### src/rtl/tgtmv_pkg.sv
package tgtmv_pkg;

    typedef enum logic [2:0] {
        CAUSE_NONE    = 3'd0,
        CAUSE_NOT_TGT = 3'd1,
        CAUSE_ILLEGAL = 3'd2,
        CAUSE_ATN     = 3'd3,
        CAUSE_PARITY  = 3'd4
    } cause_e;

    typedef enum logic [1:0] {
        ST_IDLE     = 2'd0,
        ST_CMD_HEAD = 2'd1,
        ST_MOVE     = 2'd2
    } state_e;

    localparam logic [2:0] PH_COMMAND = 3'b010;

endpackage

### src/rtl/tgtmv_cdb_len.sv
module tgtmv_cdb_len #(
    parameter int CNT_W = 24
) (
    input  logic [2:0]       group_i,
    input  logic [CNT_W-1:0] prog_i,
    output logic [CNT_W-1:0] len_o
);
    always_comb begin
        unique case (group_i)
            3'd0:        len_o = CNT_W'(6);
            3'd1, 3'd2:  len_o = CNT_W'(10);
            3'd5:        len_o = CNT_W'(12);
            default:     len_o = prog_i;
        endcase
    end
endmodule

### src/rtl/tgtmv_halt_arb.sv
module tgtmv_halt_arb
    import tgtmv_pkg::*;
(
    input  logic   active_i,
    input  logic   atn_i,
    input  logic   parity_i,
    input  logic   defer_i,
    input  cause_e pend_q_i,
    output cause_e event_o,
    output logic   halt_now_o,
    output cause_e pend_d_o,
    output cause_e final_o
);
    always_comb begin
        if (parity_i)      event_o = CAUSE_PARITY;
        else if (atn_i)    event_o = CAUSE_ATN;
        else               event_o = CAUSE_NONE;

        halt_now_o = active_i && !defer_i && (event_o != CAUSE_NONE);

        pend_d_o = pend_q_i;
        if (active_i && defer_i && pend_q_i == CAUSE_NONE) pend_d_o = event_o;

        final_o = (pend_q_i != CAUSE_NONE) ? pend_q_i : event_o;
    end
endmodule

### src/rtl/tgt_move_seq.sv
module tgt_move_seq
    import tgtmv_pkg::*;
#(
    parameter int CNT_W  = 24,
    parameter int ADDR_W = 32
) (
    input  logic              clk,
    input  logic              rst_n,
    input  logic              start_i,
    input  logic              target_i,
    input  logic [2:0]        phase_i,
    input  logic [CNT_W-1:0]  count_i,
    input  logic [ADDR_W-1:0] addr_i,
    input  logic              defer_halt_i,
    input  logic              byte_vld_i,
    input  logic [2:0]        cmd_group_i,
    input  logic              atn_i,
    input  logic              parity_err_i,
    output logic              busy_o,
    output logic [2:0]        phase_o,
    output logic [CNT_W-1:0]  count_o,
    output logic [ADDR_W-1:0] addr_o,
    output logic              done_o,
    output logic              irq_o,
    output logic [2:0]        cause_o
);
    typedef struct packed {
        state_e            st;
        logic [2:0]        phase;
        logic [CNT_W-1:0]  cnt;
        logic [ADDR_W-1:0] addr;
        cause_e            pend;
        logic              done;
        logic              irq;
        cause_e            cause;
    } seq_t;

    seq_t q, d;

    logic [CNT_W-1:0] cdb_len;
    logic             active;
    cause_e           ev_cause, pend_next, final_cause;
    logic             halt_now;

    assign active = (q.st != ST_IDLE);

    tgtmv_cdb_len #(.CNT_W(CNT_W)) u_len (
        .group_i (cmd_group_i),
        .prog_i  (q.cnt),
        .len_o   (cdb_len)
    );

    tgtmv_halt_arb u_arb (
        .active_i   (active),
        .atn_i      (atn_i),
        .parity_i   (parity_err_i),
        .defer_i    (defer_halt_i),
        .pend_q_i   (q.pend),
        .event_o    (ev_cause),
        .halt_now_o (halt_now),
        .pend_d_o   (pend_next),
        .final_o    (final_cause)
    );

    always_comb begin
        logic took;
        d      = q;
        d.done = 1'b0;
        d.irq  = 1'b0;
        took   = 1'b0;
        unique case (q.st)
            ST_IDLE: begin
                if (start_i) begin
                    if (!target_i) begin
                        d.irq   = 1'b1;
                        d.cause = CAUSE_NOT_TGT;
                    end else begin
                        d.phase = phase_i;
                        d.cnt   = count_i;
                        d.addr  = addr_i;
                        d.pend  = CAUSE_NONE;
                        d.cause = CAUSE_NONE;
                        if (phase_i == PH_COMMAND)  d.st = ST_CMD_HEAD;
                        else if (count_i == '0)     d.done = 1'b1;
                        else                        d.st = ST_MOVE;
                    end
                end
            end
            ST_CMD_HEAD, ST_MOVE: begin
                if (byte_vld_i) begin
                    if (q.st == ST_CMD_HEAD && cdb_len == '0) begin
                        d.st    = ST_IDLE;
                        d.irq   = 1'b1;
                        d.cause = CAUSE_ILLEGAL;
                    end else begin
                        d.cnt  = ((q.st == ST_CMD_HEAD) ? cdb_len : q.cnt) - 1'b1;
                        d.addr = q.addr + 1'b1;
                        took   = 1'b1;
                    end
                end
                if (d.st != ST_IDLE) begin
                    d.pend = pend_next;
                    if (took && d.cnt == '0) begin
                        d.st = ST_IDLE;
                        if (final_cause != CAUSE_NONE) begin
                            d.irq   = 1'b1;
                            d.cause = final_cause;
                        end else begin
                            d.done = 1'b1;
                        end
                    end else if (halt_now) begin
                        d.st    = ST_IDLE;
                        d.irq   = 1'b1;
                        d.cause = ev_cause;
                    end else if (took) begin
                        d.st = ST_MOVE;
                    end
                end
            end
            default: d.st = ST_IDLE;
        endcase
    end

    always_ff @(posedge clk) begin
        if (!rst_n) begin
            q.st    <= ST_IDLE;
            q.phase <= '0;
            q.cnt   <= '0;
            q.addr  <= '0;
            q.pend  <= CAUSE_NONE;
            q.done  <= 1'b0;
            q.irq   <= 1'b0;
            q.cause <= CAUSE_NONE;
        end else begin
            q <= d;
        end
    end

    assign busy_o  = active;
    assign phase_o = active ? q.phase : 3'b000;
    assign count_o = q.cnt;
    assign addr_o  = q.addr;
    assign done_o  = q.done;
    assign irq_o   = q.irq;
    assign cause_o = q.cause;

endmodule

### config.mk
export PLATFORM = sky130hd
export DESIGN_NAME = tgt_move_seq
export DESIGN_NICKNAME = d
export VERILOG_FILES = /design/src/rtl/tgtmv_pkg.sv /design/src/rtl/tgtmv_cdb_len.sv /design/src/rtl/tgtmv_halt_arb.sv /design/src/rtl/tgt_move_seq.sv
export SDC_FILE = /design/constraint.sdc
export NUM_CORES = 1
export LEC_CHECK = 0
export BUFFER_PORTS_ARGS = -buffer_cell sky130_fd_sc_hd__buf_2
export CORE_ASPECT_RATIO = 0.75
export CORE_MARGIN = 5
export CORE_UTILIZATION = 40
export DETAILED_ROUTE_END_ITERATION = 7
export PLACE_DENSITY = 0.6
export RECOVER_POWER = 50
export SLEW_MARGIN = 40
export SYNTH_ARGS = -nofsm -noshare
export SYNTH_HDL_FRONTEND = slang
export SYNTH_SLANG_ARGS = --single-unit
### constraint.sdc
create_clock -name clk -period 6.6 [get_ports clk]
set_input_delay 0.99 -clock clk [delete_from_list [all_inputs] [get_ports clk]]
set_output_delay 0.99 -clock clk [all_outputs]
set_load 0.005 [all_outputs]
After elaboration in Yosys (flattened, before gate mapping)
Index checks and enable logic that the tools add are counted.

Add/subtract/negate cells: 2. Equal/unequal tests: 13. Multiplexer cells: 38. Reductions and logical operators: 27.

Operators with widths (number): 2-to-1 mux 56 bit (3); one-hot mux 64 bit (2 select lines) (1); logical NOT 24 bit (3); one-hot mux 24 bit (3 select lines) (1); 2-to-1 mux 69 bit (1); 2-to-1 mux 65 bit (1); adder 32 x 1 -> 32 bit, second input constant (1); 2-to-1 mux 24 bit (1); subtractor 24 x 1 -> 24 bit, second input constant (1); 2-to-1 mux 2 bit (10); 2-to-1 mux 4 bit (5); 2-to-1 mux 3 bit (4); inequality test 2 bit, second input constant (5); AND reduction 5 bit (2); 2-to-1 mux 1 bit (9); AND reduction 3 bit (3); nonzero test 3 bit (3); 2-to-1 mux 8 bit (1); equality test 3 x 2 -> 1 bit, second input constant (2); logical AND 1 bit (6); logical NOT 3 bit (2); nonzero test 2 bit (3); one-hot mux 2 bit (2 select lines) (1); OR reduction 2 bit (2); other kinds (9) (9).

Register bits: 69. Input port bits: 70. Output and inout bits: 65. Word-level logic and storage cells: 88.

Depth between registers and ports, before layout
Depth in word-level cells: 13. Gate-level depth with buffers: 17. Gate-level depth less buffers: 16.

Cells and area by module
From an unflattened synthesis, not the netlist that was laid out.

Cells, all modules: 866. Area, all modules: 6411.1 um^2.

Modules (own cells, without submodules): tgt_move_seq (instances 1, cells each 818, area each 6040.8 um^2, seq. area each 1381.3 um^2); tgtmv_cdb_len (instances 1, cells each 34, area each 260.2 um^2, seq. area each 0.0 um^2); tgtmv_halt_arb (instances 1, cells each 14, area each 110.1 um^2, seq. area each 0.0 um^2).

Least setup slack after synthesis
Ideal clock, no wire load.

Path kind: input-to-reg. From: in cmd_group_i[0]. To: reg q, in the netlist irq_o. Setup time: 0.079 ns. Data arrival time: 4.254 ns. Required time: 6.521 ns. Slack: 2.266 ns. Stages: 15. Buffers on the path: 2. Path through: clkbuf_1 > mux2i_1 > nand2_1 > clkbuf_1 > nand2_1 > ha_1 > nor3b_1 > o21ai_1 > a2111oi_0 > a21oi_1 > o21ba_2 > nor4b_1 > nand4_2 > a211o_1 > a211oi_2.

Cells in the longest elaborated chain, start to end: 13. Elaborated cells between the ends (all ways): 29. Classes of those cells: 1 x add/sub; 3 x eq/ne; 18 x mux; 7 x reduce/logical.

RTL lines: start, declared (RTL line tgt_move_seq.sv:16) `input logic [2:0] cmd_group_i,`; equality test 3 x 1 -> 1 bit / equality test 3 x 2 -> 1 bit (equally long branches) (RTL line tgtmv_cdb_len.sv:9) `unique case (group_i)`; OR reduction 2 bit (RTL line tgtmv_cdb_len.sv:9); one-hot mux 24 bit (3 select lines) (*) (RTL line tgtmv_cdb_len.sv:9); 2-to-1 mux 24 bit / logical NOT 24 bit (equally long branches) (RTL line tgt_move_seq.sv:96, tgt_move_seq.sv:91); subtractor 24 x 1 -> 24 bit / logical AND 1 bit (equally long branches) (RTL line tgt_move_seq.sv:96, tgt_move_seq.sv:91); 2-to-1 mux 56 bit (RTL line tgt_move_seq.sv:91) `if (q.st == ST_CMD_HEAD && cdb_len == '0) begin`; 2-to-1 mux 56 bit (RTL line tgt_move_seq.sv:90) `if (byte_vld_i) begin`; 2-to-1 mux 56 bit (RTL line tgt_move_seq.sv:71) `unique case (q.st)`; logical NOT 24 bit (RTL line tgt_move_seq.sv:103) `if (took && d.cnt == '0) begin`; logical AND 1 bit (RTL line tgt_move_seq.sv:103); 2-to-1 mux 4 bit (RTL line tgt_move_seq.sv:103); 2-to-1 mux 8 bit (*) (RTL line tgt_move_seq.sv:101) `if (d.st != ST_IDLE) begin`; one-hot mux 64 bit (2 select lines) (*) (RTL line tgt_move_seq.sv:71); end, declared (RTL line tgt_move_seq.sv:38) `seq_t q, d;`.

Every way passes the cells marked *; elsewhere a longest branch is shown, timed or not. The select of a mux whose other input is x is not followed. A chain may end at the register's enable or synchronous reset.

Worst setup path in the final report
Ends and elaborated chain as after synthesis.

==> results.md <==
* Post-Layout Cell Count at 987
* First-pass GRT wire length at 29800 um
* Critical path class: in2reg
* Vias at 5843
* CP required at 6.85 ns
* Slew @ Worst Pin at 2.94 ns
* Die H at 112 um
* Reg clk slew, reported paths at 0.06 ns
* I/O pin count at 135
* Status: finished, violations left
* HPWL after DPL at 13500 um
* DP Worst Slack at 1.74 ns
* Antenna viol nets, final at 0
* Flops & latches, synth at 68
* Share of cells above drive strength 1 at 17.1%
* Fin nets at 883
* Setup ws final at 1.97 ns
* Post-Synthesis Cells at 760
* # clock sinks at 68
* DRC viols at 0
* Pin count of the biggest net entering global routing at 68
* Setup violators final at 0
* Max Cap Viol at 1
* Register area share after synthesis at 24.3%
* Clk Latency, worst-skew pair at 0.34 ns
* Fillers at 1429
* CP max stage cell: a2111oi_0
* Critical path, cell by cell: buf_2 -> mux2i_1 -> nand2_1 -> nand2_1 -> ha_1 -> nor3b_1 -> o21ai_1 -> a2111oi_0 -> a21oi_1 -> o21ba_2 -> nor4b_1 -> nand4_2 -> a211o_1 -> a211oi_2
* Leak Pwr at 0.00226 uW
* Synthesized area per cell at 7.37 um^2
* Max H-tree Level at 3
* Primary FF master, synth: dfxtp_1
* Hold_buf cts at 0
* Cell area after synthesis at 5600 um^2
* Final Slew Violations at 61
* Die width at 147 um
* 1st-pass router iterations at 5
* Final period util at 70.1%
* Routed length per instance at 19.2 um
* Initial Util at 40.9%
* Post-CTS Resized at 0
* Most Frequent Cell on Critical Path: nand2_1
* Total power at 2020 uW
* Setup TNS at 0 ns
* CTS tree: built
* Placed insts at 972
* Max clock buf depth at 2
* Post-CTS Setup Inserts at 0
* Rel. slew slack at -96.2%
* Count of cell types in the netlist at 63
* Critical Path Sink Type: flip-flop
* Antenna diode count at 0
* Synthesis-to-finish area growth at 10.6%
* Syn_nets at 835
* Final core occ at 45.2%
* Die area at 16500 um^2
* GRT overflow at 0
* Crit start category: input port
* Post-synth EDFFs at 0
* Crit-path max cell delay at 0.46 ns
* FMAX at 216 MHz
* IO buf count at 134
* Post-synth ARST share at 0%
* Crit. Startpoint: cmd_group_i[0]
* Final hold violations at 0
* First DRT Iteration DRCs at 483
* Flop-to-flop setup slack at 2.12 ns
* Critical path arrival at 4.88 ns
* # rows at 37
* WL final at 18900 um
* Worst Hold Class: reg2reg
* Vias per inst at 5.92
* Final Skew at 0.00467 ns
* Final min period at 4.63 ns
* Core footprint at 13700 um^2
* GRT Total Usage at 22.1%
* Maximum vdd drop at 0.187 mV
* Cts bufs inserted at 9
* Vias in the first global route at 5558
* RSZ-0062 raised after global routing: false
* Pwr Density at 326 nW/um^2
* Failing checks: max-capacitance violations, max-slew violations
* Worst r2r src: q[68]$_SDFFE_PN0P_
* Syn. warnings at 0
* Initial antenna violation count at 0
* Crit Path Max Fanout at 15
* Root buf cell: clkbuf_16
* Placer Congestion at 0.946
* Min-delay src: q[66]$_SDFFE_PN0P_
==> kinds of logic (layout without fill, tap and decap cells) <==
kind of cell | after synthesis | count (layout) | synth area share, %
multiplexers | 6 | 6 | 1.14
adder cells (fa/ha/maj) | 5 | 5 | 1.12
AO/OA/AOI/OAI | 205 | 205 | 24.7
XOR/XNOR | 41 | 41 | 6.41
flip-flops | 68 | 68 | 24.3
buffers and inverters | 116 | 168 | 12.2
AND/OR/NAND/NOR | 319 | 319 | 30.1
==> cells in the final DEF (no fill, tap or decap), types with 3 or more instances in the layout <==
| master | instances |
|---|---|
| buf_2 | 98 |
| nand2_1 | 97 |
| dfxtp_1 | 68 |
| o21ai_0 | 61 |
| nor2b_1 | 59 |
| a22oi_1 | 56 |
| nor2_1 | 38 |
| clkbuf_1 | 37 |
| nor3_1 | 23 |
| xor2_1 | 21 |
| xnor2_1 | 20 |
| a21oi_1 | 19 |
| nand3_1 | 17 |
| nand4_1 | 15 |
| nor4_1 | 15 |
| inv_1 | 13 |
| a22o_1 | 12 |
| or4_1 | 10 |
| and4_1 | 10 |
| clkbuf_16 | 9 |
| a21boi_0 | 8 |
| o31ai_1 | 7 |
| o211ai_1 | 6 |
| buf_4 | 6 |
| a211oi_1 | 5 |
| ha_1 | 5 |
| and2_1 | 4 |
| and3_1 | 4 |
| mux2i_1 | 3 |
| or3_1 | 3 |
| mux2_2 | 3 |
| nor3b_1 | 3 |
| a31oi_1 | 3 |
| clkbuf_8 | 3 |
==> stage by stage <==
stage               hold slack, ns  cell area (um^2)
floorplan                    0.439              5600
global placement             0.452              5910
detailed placement           0.460              5940
CTS                          0.468              6240
global route                 0.498              6190
finish                       0.466              6190
==> critical path: cells and delay by family <==
kind / cells / cell delay [ns]
AOI/OAI and AO/OA: 6 / 1.72
adders and majority gates: 1 / 0.20
buffers and inverters: 1 / 0.16
and+or+nand+nor: 5 / 1.54
muxes: 1 / 0.25
==> worst paths after layout <==
kind / end / depth (start not counted)
hold reg to reg: q[66]$_SDFFE_PN0P_ / 2
hold / removal: q[66]$_SDFFE_PN0P_ / 2
setup / recovery: irq_o$_SDFF_PN0_ / 14
setup reg to reg: irq_o$_SDFF_PN0_ / 14
==> layer usage <==
metal	vias to the layer above	GRT usage [%]	routed length (um)
met5	-	0	0
li1	2798	-	-
met4	0	6.20	318
met2	279	31.5	7800
met3	30	6.26	1760
met1	2736	32.2	9040
==> synthesized netlist by cell type, drive strengths merged (16+ instances only) <==
| cell | count | share of area (%) |
|---|---|---|
| nand4 | 16 | 1.9 |
| nor4 | 17 | 2.0 |
| a21oi | 20 | 1.8 |
| buf | 64 | 8.7 |
| xor2 | 21 | 3.3 |
| clkbuf | 39 | 2.6 |
| xnor2 | 20 | 3.1 |
| nor3 | 23 | 2.1 |
| dfxtp | 68 | 24 |
| nand2 | 98 | 6.6 |
| nor2b | 59 | 6.6 |
| o21ai | 65 | 5.9 |
| nand3 | 17 | 1.5 |
| nor2 | 40 | 2.7 |
| a22oi | 56 | 7.5 |
==> state kept, by name (all words and copies together) (netlist names) <==
signal / cells
done_o: 1
q: 7
count_o: 24
irq_o: 1
addr_o: 32
cause_o: 3
==> final cells by class <==
cell class                 count  area [um^2]  share of cell area [%]
clock buffer                  14          274                    4.42
clock inverter                 1         30.0                   0.485
inverter                      13         48.8                   0.788
multi-input combinational    576         3590                    58.0
sequential                    68         1360                    22.0
tap                          175          219                    3.53
timing repair buffer         140          671                    10.8
==> power breakdown <==
group          leakage, uW  switching, uW  internal, uW
registers         0.000550           71.6           450
clock network     0.000149            185           322
logic              0.00156            634           360
(Power assumes the default switching activity.)
